**config.mk**
```make
export PLATFORM = sky130hd
export DESIGN_NAME = dispatch_group_former
export DESIGN_NICKNAME = d
export VERILOG_FILES = /design/src/rtl/dgf_pkg.sv /design/src/rtl/dgf_quota.sv /design/src/rtl/dgf_hazard.sv /design/src/rtl/dgf_slots.sv /design/src/rtl/dispatch_group_former.sv
export SDC_FILE = /design/constraint.sdc
export NUM_CORES = 1
export LEC_CHECK = 0
export BUFFER_PORTS_ARGS = -buffer_cell sky130_fd_sc_hd__buf_2
export CORE_AREA = 8 8 101 195
export CTS_CLUSTER_DIAMETER = 30
export CTS_CLUSTER_SIZE = 28
export DETAILED_ROUTE_END_ITERATION = 10
export DIE_AREA = 0 0 109 203
export PLACE_DENSITY_LB_ADDON = 0.25
export SLEW_MARGIN = 30
export SYNTH_ARGS = -nofsm -noshare
export SYNTH_HDL_FRONTEND = slang
export SYNTH_SLANG_ARGS = --single-unit
```
**constraint.sdc**
```tcl
create_clock -name clk -period 3.5 [get_ports clk]
set_clock_uncertainty 0.1 [all_clocks]
set_input_delay 0.35 -clock clk [delete_from_list [all_inputs] [get_ports clk]]
set_output_delay 0.35 -clock clk [all_outputs]
set_load 0.02 [all_outputs]
```
**src/rtl/dgf_pkg.sv**
```systemverilog
package dgf_pkg;
  localparam int CLS_W   = 3;
  localparam int NUM_CLS = 8;

  typedef enum logic [CLS_W-1:0] {
    CLS_INT   = 3'd0,
    CLS_FLT   = 3'd1,
    CLS_MEM   = 3'd2,
    CLS_CRF   = 3'd3,
    CLS_VEC   = 3'd4,
    CLS_PERM  = 3'd5,
    CLS_BR    = 3'd6,
    CLS_SER   = 3'd7
  } unit_cls_e;

  // Per-group slot budget of each class
  function automatic int unsigned cls_quota(int unsigned c);
    return (c <= 2) ? 2 : 1;
  endfunction
endpackage

```
**src/rtl/dgf_quota.sv**
```systemverilog
module dgf_quota #(
  parameter int NUM_CLS = 8,
  parameter int CW      = 2,
  localparam int SELW   = $clog2(NUM_CLS)
) (
  input  logic            clk,
  input  logic            rst_n,
  input  logic            clr,
  input  logic            inc,
  input  logic [SELW-1:0] cls,
  output logic            full
);
  logic [NUM_CLS-1:0] full_v;

  for (genvar g = 0; g < NUM_CLS; g++) begin : g_cls
    localparam logic [CW-1:0] LIM = CW'(dgf_pkg::cls_quota(g));
    logic [CW-1:0] used_q;
    always_ff @(posedge clk) begin
      if (!rst_n)                         used_q <= '0;
      else if (clr)                       used_q <= '0;
      else if (inc && cls == SELW'(g))    used_q <= used_q + 1'b1;
    end
    assign full_v[g] = (used_q >= LIM);
  end

  assign full = full_v[cls];

  // an instruction is never counted into a class whose budget is spent
  assert_quota_R3: assert property (@(posedge clk) disable iff (!rst_n)
    inc |-> !full);
endmodule

```
**src/rtl/dgf_hazard.sv**
```systemverilog
module dgf_hazard #(
  parameter int SLOTS = 5,
  parameter int AW    = 6,
  localparam int SW   = (SLOTS > 1) ? $clog2(SLOTS) : 1
) (
  input  logic          clk,
  input  logic          rst_n,
  input  logic          clr,
  input  logic          upd,
  input  logic [SW-1:0] slot,
  input  logic          wr_ctr,
  input  logic          store,
  input  logic          br_ctr,
  input  logic          load,
  input  logic [AW-1:0] addr,
  output logic          hazard
);
  logic             ctr_seen_q;
  logic [SLOTS-1:0] hit_v;

  always_ff @(posedge clk) begin
    if (!rst_n)                 ctr_seen_q <= 1'b0;
    else if (clr)               ctr_seen_q <= 1'b0;
    else if (upd && wr_ctr)     ctr_seen_q <= 1'b1;
  end

  for (genvar g = 0; g < SLOTS; g++) begin : g_st
    logic          st_vld_q;
    logic [AW-1:0] st_tag_q;
    always_ff @(posedge clk) begin
      if (!rst_n) begin
        st_vld_q <= 1'b0;
        st_tag_q <= '0;
      end else if (clr) begin
        st_vld_q <= 1'b0;
      end else if (upd && slot == SW'(g)) begin
        st_vld_q <= store;
        st_tag_q <= addr;
      end
    end
    assign hit_v[g] = st_vld_q && (st_tag_q == addr);
  end

  assign hazard = (br_ctr && ctr_seen_q) || (load && |hit_v);

  // nothing that completes a hazard is ever appended to the group
  assert_hazard_free_R6: assert property (@(posedge clk) disable iff (!rst_n)
    upd |-> !hazard);
endmodule

```
**src/rtl/dgf_slots.sv**
```systemverilog
module dgf_slots #(
  parameter int SLOTS = 5,
  parameter int IW    = 8,
  parameter int CLS_W = 3,
  localparam int CNTW = $clog2(SLOTS + 1)
) (
  input  logic                   clk,
  input  logic                   rst_n,
  input  logic                   clr,
  input  logic                   push,
  input  logic [CLS_W-1:0]       cls,
  input  logic [IW-1:0]          id,
  output logic [CNTW-1:0]        cnt,
  output logic [SLOTS*CLS_W-1:0] cls_flat,
  output logic [SLOTS*IW-1:0]    id_flat
);
  logic [CNTW-1:0] cnt_q;

  always_ff @(posedge clk) begin
    if (!rst_n)     cnt_q <= '0;
    else if (clr)   cnt_q <= '0;
    else if (push)  cnt_q <= cnt_q + 1'b1;
  end
  assign cnt = cnt_q;

  for (genvar g = 0; g < SLOTS; g++) begin : g_slot
    logic [CLS_W-1:0] cls_q;
    logic [IW-1:0]    id_q;
    always_ff @(posedge clk) begin
      if (!rst_n) begin
        cls_q <= '0;
        id_q  <= '0;
      end else if (push && !clr && cnt_q == CNTW'(g)) begin
        cls_q <= cls;
        id_q  <= id;
      end
    end
    assign cls_flat[g*CLS_W +: CLS_W] = cls_q;
    assign id_flat[g*IW +: IW]        = id_q;
  end

  // a non-branch is never stored beyond the second-to-last slot
  assert_no_overflow_R5: assert property (@(posedge clk) disable iff (!rst_n)
    push |-> (cnt_q < CNTW'(SLOTS - 1)));
endmodule

```
**src/rtl/dispatch_group_former.sv**
```systemverilog
module dispatch_group_former
  import dgf_pkg::*;
#(
  parameter int SLOTS = 5,
  parameter int IW    = 8,
  parameter int AW    = 6
) (
  input  logic                   clk,
  input  logic                   rst_n,
  input  logic                   flush,
  input  logic                   in_valid,
  output logic                   in_ready,
  input  logic [CLS_W-1:0]       in_class,
  input  logic                   in_wr_ctr,
  input  logic                   in_br_ctr,
  input  logic                   in_store,
  input  logic                   in_load,
  input  logic [AW-1:0]          in_addr,
  input  logic [IW-1:0]          in_id,
  output logic                   out_valid,
  input  logic                   out_ready,
  output logic [SLOTS-1:0]       out_slot_valid,
  output logic [SLOTS-1:0]       out_slot_nop,
  output logic [SLOTS*CLS_W-1:0] out_slot_class,
  output logic [SLOTS*IW-1:0]    out_slot_id
);
  localparam int CNTW = $clog2(SLOTS + 1);
  localparam int SW   = (SLOTS > 1) ? $clog2(SLOTS) : 1;

  logic [CNTW-1:0]        grp_cnt;
  logic [SLOTS*CLS_W-1:0] grp_cls;
  logic [SLOTS*IW-1:0]    grp_id;
  logic q_full, hazard, is_br, last_blk, fits, out_space, go;
  logic accept, close_br, close_early, pad, grp_clr, grp_push, load_out;

  // ---- acceptance decision -------------------------------------------------
  assign is_br       = (in_class == CLS_BR);
  assign last_blk    = (grp_cnt == CNTW'(SLOTS - 1)) && !is_br;
  assign fits        = !hazard && !q_full && !last_blk;
  assign out_space   = !out_valid || out_ready;
  assign go          = in_valid && !flush && out_space;
  assign accept      = go && fits;
  assign close_br    = accept && is_br;
  assign close_early = go && !fits;
  assign pad         = close_early && hazard;
  assign grp_clr     = flush || close_br || close_early;
  assign grp_push    = accept && !is_br;
  assign load_out    = close_br || close_early;
  assign in_ready    = !flush && out_space && fits;

  dgf_quota #(.NUM_CLS(NUM_CLS), .CW(2)) u_quota (
    .clk  (clk),
    .rst_n(rst_n),
    .clr  (grp_clr),
    .inc  (grp_push),
    .cls  (in_class),
    .full (q_full)
  );

  dgf_hazard #(.SLOTS(SLOTS), .AW(AW)) u_hazard (
    .clk   (clk),
    .rst_n (rst_n),
    .clr   (grp_clr),
    .upd   (grp_push),
    .slot  (grp_cnt[SW-1:0]),
    .wr_ctr(in_wr_ctr),
    .store (in_store),
    .br_ctr(in_br_ctr),
    .load  (in_load),
    .addr  (in_addr),
    .hazard(hazard)
  );

  dgf_slots #(.SLOTS(SLOTS), .IW(IW), .CLS_W(CLS_W)) u_slots (
    .clk     (clk),
    .rst_n   (rst_n),
    .clr     (grp_clr),
    .push    (grp_push),
    .cls     (in_class),
    .id      (in_id),
    .cnt     (grp_cnt),
    .cls_flat(grp_cls),
    .id_flat (grp_id)
  );

  // ---- closed-group assembly ----------------------------------------------
  logic [SLOTS-1:0]       held_v, here_v, nxt_sv, nxt_nop;
  logic [SLOTS*CLS_W-1:0] nxt_cls;
  logic [SLOTS*IW-1:0]    nxt_id;

  for (genvar g = 0; g < SLOTS; g++) begin : g_asm
    assign held_v[g]  = CNTW'(g) < grp_cnt;
    assign here_v[g]  = close_br && (CNTW'(g) == grp_cnt);
    assign nxt_sv[g]  = held_v[g] | here_v[g] | pad;
    assign nxt_nop[g] = pad & ~held_v[g];
    assign nxt_cls[g*CLS_W +: CLS_W] = held_v[g] ? grp_cls[g*CLS_W +: CLS_W]
                                     : (here_v[g] ? in_class : '0);
    assign nxt_id[g*IW +: IW]        = held_v[g] ? grp_id[g*IW +: IW]
                                     : (here_v[g] ? in_id : '0);
  end

  // ---- output register ------------------------------------------------------
  always_ff @(posedge clk) begin
    if (!rst_n) begin
      out_valid      <= 1'b0;
      out_slot_valid <= '0;
      out_slot_nop   <= '0;
      out_slot_class <= '0;
      out_slot_id    <= '0;
    end else if (load_out) begin
      out_valid      <= 1'b1;
      out_slot_valid <= nxt_sv;
      out_slot_nop   <= nxt_nop;
      out_slot_class <= nxt_cls;
      out_slot_id    <= nxt_id;
    end else if (out_ready) begin
      out_valid      <= 1'b0;
    end
  end

  // ---- checks ---------------------------------------------------------------
  assert_flush_blocks_R10: assert property (@(posedge clk) disable iff (!rst_n)
    flush |-> !in_ready);

  assert_flush_empties_R10: assert property (@(posedge clk) disable iff (!rst_n)
    flush |=> (grp_cnt == '0));

  assert_stall_R9: assert property (@(posedge clk) disable iff (!rst_n)
    (out_valid && !out_ready) |-> !in_ready);

  assert_hold_R9: assert property (@(posedge clk) disable iff (!rst_n)
    (out_valid && !out_ready) |=> (out_valid && $stable(out_slot_valid) &&
      $stable(out_slot_nop) && $stable(out_slot_class) && $stable(out_slot_id)));

  assert_branch_closes_R4: assert property (@(posedge clk) disable iff (!rst_n)
    (in_valid && in_ready && is_br) |=> (out_valid && grp_cnt == '0));

  assert_last_slot_R5: assert property (@(posedge clk) disable iff (!rst_n)
    (out_valid && out_slot_valid[SLOTS-1] && !out_slot_nop[SLOTS-1]) |->
      (out_slot_class[(SLOTS-1)*CLS_W +: CLS_W] == CLS_BR));
endmodule

```
Yosys cells after proc, flatten, opt, wreduce, memory -nomap -nowiden:

Cells that the tools add are included.

* add/subtract/negate cells: 9
* $mul: 0
* div/mod/pow operators: 0
* $lt $le $gt $ge: 14
* equality and inequality tests: 20
* shifts and indexed selects: 0
* multiplexer cells: 24
* bitwise operators: 22
* reductions and logical operators: 67

Operators with widths (number)
* 8-bit two-way mux: 10
* 1-bit logical AND: 44
* 6-bit equality test: 5
* 3-bit two-way mux: 10
* 2-bit by 1-bit adder with 2-bit output, second input constant: 8
* 3-bit equality test, second input constant: 5
* 3-bit by 2-bit equality test with 1-bit output, second input constant: 4
* 2-bit by 1-bit >= comparator with 1-bit output, second input constant: 5
* 1-bit OR: 10
* 2-bit AND reduction: 5
* 1-bit zero test: 8
* 1-bit NOT: 7
* 2-bit by 3-bit equality test with 1-bit output, first input constant: 2
* 3-bit by 1-bit equality test with 1-bit output, second input constant: 2
* 2-bit >= comparator, second input constant: 3
* 3-bit zero test: 2
* 1-bit by 3-bit < comparator with 1-bit output, first input constant: 2
* 2-bit by 3-bit < comparator with 1-bit output, first input constant: 2
* 1-bit bitwise AND: 5
* 1-bit logical OR: 5
* 5-bit OR reduction: 1
* 3-bit by 4-bit < comparator with 1-bit output, second input constant: 1
* 3-bit by 1-bit adder with 3-bit output, second input constant: 1
* 1-bit binary-select mux with 3-bit select: 1
* other kinds (6): 8

* register bits: 176
* bits in latches: 0
* bits in writable memories: 0
* memory bits (read-only): 0
* bits of input ports: 26
* output and inout bits: 67
* logic and storage cells: 191
* memories: 0

Longest topological paths before layout:

* depth after elaboration: 15
* gate-level depth with buffers: 12

Cells and area by module:

From an unflattened synthesis, not the netlist that was laid out.

* cells, all modules: 883
* area total of the unflattened synthesis: 8124.0 um^2

By module, submodules not included
* dispatch_group_former: instances 1, cells an instance 384, area each 3248.1 um^2, sequential area each 1321.3 um^2
* dgf_slots: instances 1, cells an instance 212, area each 2213.4 um^2, sequential area each 1161.1 um^2
* dgf_hazard: instances 1, cells an instance 199, area each 1800.5 um^2, sequential area each 720.7 um^2
* dgf_quota: instances 1, cells an instance 88, area each 862.1 um^2, sequential area each 320.3 um^2

Least setup slack after synthesis:

Ideal clock, no wire load.

* path type: input-to-output
* start point: input in_addr[0]
* end point: output in_ready
* arrival time: 2.412 ns
* data required time: 3.050 ns
* setup slack: 0.638 ns
* stages: 9
* cell sequence: buf_4 -> xnor2_1 -> nand4_1 -> nor4_1 -> nor4_2 -> a31oi_1 -> clkbuf_1 -> buf_2 -> nor4_1

* cells in the longest elaborated chain, start to end: 9

Ends and longest elaborated chain
* start: declaration: line dispatch_group_former.sv:18 `input logic [AW-1:0] in_addr,`
* 6-bit equality test: line dgf_hazard.sv:41 `assign hit_v[g] = st_vld_q && (st_tag_q == addr);`
* 1-bit logical AND: line dgf_hazard.sv:41
* 5-bit OR reduction *: line dgf_hazard.sv:44 `assign hazard = (br_ctr && ctr_seen_q) || (load && |hit_v);`
* 1-bit logical AND *: line dgf_hazard.sv:44
* 1-bit logical OR *: line dgf_hazard.sv:44
* 1-bit zero test *: line dispatch_group_former.sv:39 `assign fits = !hazard && !q_full && !last_blk;`
* 1-bit logical AND * (2 in series): line dispatch_group_former.sv:39
* 1-bit logical AND *: line dispatch_group_former.sv:49 `assign in_ready = !flush && out_space && fits;`
* end: declaration: line dispatch_group_former.sv:12 `output logic in_ready,`

Every way passes the cells marked *; elsewhere a longest branch is shown, timed or not.

Final worst setup path:

* start point: register u_hazard.g_st[1].st_tag_q[2]
* end point: output in_ready

* cells in the longest elaborated chain, start to end: 9

Ends and longest elaborated chain
* start: declaration: line dgf_hazard.sv:29 `logic [AW-1:0] st_tag_q;`
* start signal: assignment: line dgf_hazard.sv:38 `st_tag_q <= addr;`
* 6-bit equality test: line dgf_hazard.sv:41
* 1-bit logical AND: line dgf_hazard.sv:41
* 5-bit OR reduction: line dgf_hazard.sv:44
* 1-bit logical AND: line dgf_hazard.sv:44
* 1-bit logical OR: line dgf_hazard.sv:44
* 1-bit zero test: line dispatch_group_former.sv:39
* 1-bit logical AND (2 in series): line dispatch_group_former.sv:39
* 1-bit logical AND: line dispatch_group_former.sv:49

Every way passes these cells.

==> results.json <==
{
  "status": "finished, final reports clean",
  "min_path_type": "in -> reg",
  "dp.cells": 1105,
  "grt_start_max_net_pins": 73,
  "wl_met2_um": 9690,
  "peakVddDrop_mv": 0.298,
  "numCtsBuffers": 17,
  "syn2layout_area_growth_pct": 15.4,
  "leakagePower_nw": 3.40,
  "design.final.nets": 948,
  "wirelength_um": 20600,
  "avgSynthCellArea_um2": 9.03,
  "routedWlPerCell_um": 18.2,
  "dr.pass1.iters": 5,
  "drc": 0,
  "antenna_found_initial": 0,
  "cts_resized": 0,
  "cts.path.max_buffers": 2,
  "io_pins": 93,
  "clock_latency_ns": 0.43,
  "antenna_left": 0,
  "critPathKind": "reg -> out",
  "grt_use_total_pct": 18.9,
  "synth_edf_count": 0,
  "max_freq_ghz": 0.319,
  "syn-num-nets": 876,
  "cpMostUsedCell": "nor4_1",
  "dr.first_iter.drc_count": 435,
  "crit_slowest_cell": "nor4_2",
  "cp-endpoint": "in_ready",
  "r2r_end": "out_slot_id[19]",
  "hpwl_um": 14500,
  "fin_crit_ns": 3.14,
  "slew_headroom_pct": 42.3,
  "worstPathRequired_ns": 3.05,
  "rows": 68,
  "crit_arrival_ns": 2.69,
  "crit_path_start_kind": "register",
  "reg2reg_depth": 10,
  "grt_pass1_vias": 6344,
  "finish.utilization_pct": 51.3,
  "dieArea_um2": 22100,
  "synth_ff_type": "dfxtp_1",
  "slowest_delay_ns": 0.46,
  "cts_htree_levels": 4,
  "setup_violations": 0,
  "end_kind": "primary output",
  "finalPower_mw": 4.22,
  "hold_buffers": 0,
  "diodes": 0,
  "ys_async_sr_fraction_pct": 0,
  "ys_types": 56,
  "synthCells": 842,
  "tightest_slew_ns": 0.862,
  "path_buf_inv": 2,
  "path_depth": 7,
  "powerDensity_nw_per_um2": 481,
  "fin_crit_sh_pct": 89.6,
  "clkTransAtPathRegs_ns": 0.07,
  "syn_area_um2": 7600,
  "synth_common_cells": "dfxtp_1, nand2_1, a21oi_1, mux2i_1, o21ai_0",
  "yosysSeqAreaShare_pct": 46.3,
  "tns_ns": 0,
  "fp.dieH_um": 203,
  "cts_sinks": 176,
  "cts_setup_buffers": 0,
  "rsz0062_at_grt": "no",
  "drive_gt1_share_pct": 18.3,
  "start_util_pct": 44.5,
  "core_area_um2": 17100,
  "vias": 6407,
  "synth_area_leaders": "dfxtp_1, mux2i_1, nand2_1",
  "wl_met1_um": 9180,
  "maxSlewViolCount": 0,
  "cts_root_buffer": "clkbuf_16",
  "rrSetupSlack_ns": 0.44,
  "layout.cells.non_filler": 1135,
  "reg2reg_from": "u_slots.cnt[0]",
  "cp_cell_sequence": "xor2_1 -> nor4_1 -> nor4_2 -> a31oi_1 -> buf_4 -> nor4_1 -> buf_2",
  "die_x_um": 109,
  "crit_family": "simple AND/OR/NAND/NOR gates",
  "gp_congestion": 0.862,
  "grt-ovfl-total": 0,
  "path_max_fanout": 10,
  "numPortBuffers": 92,
  "cap_violations": 0,
  "synth_top_area_share_pct": 46.3,
  "cts_tree": "built",
  "critPathLaunch": "u_hazard.g_st[1].st_tag_q[2]",
  "route.met3.wl_um": 1300,
  "yosysWarnings": 0,
  "synth.most_common_cell": "dfxtp_1",
  "synth_top_area_cell": "dfxtp_1",
  "grt_pass1_wl_um": 33300,
  "routed_via_density": 5.64,
  "hold_viol": 0,
  "synth-seq-cells": 176,
  "topRoutingLayerUsed": "met4"
}
[flip-flops by register name, indices dropped and copies added, names as in the netlist]
name / cells
u_hazard.ctr_seen_q: 1
out_slot_nop: 5
u_slots.cnt: 3
out_slot_id: 40
out_slot_class: 15
u_hazard.g_st.st_tag_q: 30
out_slot_valid: 5
out_valid: 1
u_hazard.g_st.st_vld_q: 5
u_quota.g_cls.used_q: 16
u_slots.g_slot.id_q: 40
u_slots.g_slot.cls_q: 15
[power breakdown]
part	switching, mW	internal, mW	leakage (nW)
clock	0.840	0.990	0.270
combinational	0.224	0.105	1.71
sequential	0.0226	2.04	1.42
total	1.09	3.14	3.40
[area by class of cell]
class / count / area, um^2
inverters: 16 / 60.1
repair buffers: 118 / 683
multi-input cells: 585 / 3690
clock inverters: 13 / 130
flip-flops and latches: 176 / 3520
clock buffers: 17 / 425
well taps: 210 / 263
fillers: 1605 / 8330
[tightest hold or removal path, stage by stage]
cell	delay, ns
buf_2	0.08
a21oi_1	0.05
nor2_1	0.07
[worst min path at each step]
| stage | end | depth (start not counted) | slack (ns) | from |
|---|---|---|---|---|
| 2_1_floorplan | u_quota.g_cls[6].used_q[1] | 2 | 0.32 | u_quota.g_cls[6].used_q[1] |
| 3_3_place_gp | u_quota.g_cls[6].used_q[1] | 2 | 0.33 | u_quota.g_cls[6].used_q[1] |
| 3_5_place_dp | u_quota.g_cls[6].used_q[0] | 2 | 0.34 | u_quota.g_cls[6].used_q[0] |
| 4_1_cts | u_hazard.ctr_seen_q | 3 | 0.05 | in_wr_ctr |
| 5_1_grt | u_hazard.ctr_seen_q | 3 | 0.07 | in_wr_ctr |
| 6_report | u_hazard.ctr_seen_q | 3 | 0.06 | in_wr_ctr |
[logic make-up after synthesis]
kind of cell | share of synthesized area [%]
AO/OA/AOI/OAI | 15.7
XOR/XNOR | 3.57
adder cells (fa/ha/maj) | 1.32
buffers and inverters | 5.22
flip-flops | 46.3
multiplexers | 9.68
AND/OR/NAND/NOR | 18.2
[layout by cell type, fill, tap and decap left out, drive strengths merged, types with 16 or more instances in the layout]
cell type  count
dfxtp        176
xnor2         16
nand3         23
a21oi         70
o21ai         60
nor2          44
a221oi        17
buf          118
and2          19
inv           20
nand2        130
nand4         26
clkbuf        17
mux2i         69
[metrics by stage]
step	area [um^2]	hold slack (ns)	setup slack, ns
global route	8770	0.0748	0.180
floorplan	7600	0.320	0.638
finish	8770	0.0612	0.365
global placement	8220	0.326	0.581
CTS	8770	0.0530	0.361
detailed placement	8220	0.341	0.503
[per-layer routing]
layer | global-route usage (%) | vias up
met5 | 0 | -
met4 | 7.39 | 0
met3 | 3.97 | 30
met2 | 29.7 | 209
met1 | 24.5 | 3046
li1 | - | 3122
Power figures use the tool's default switching activity.
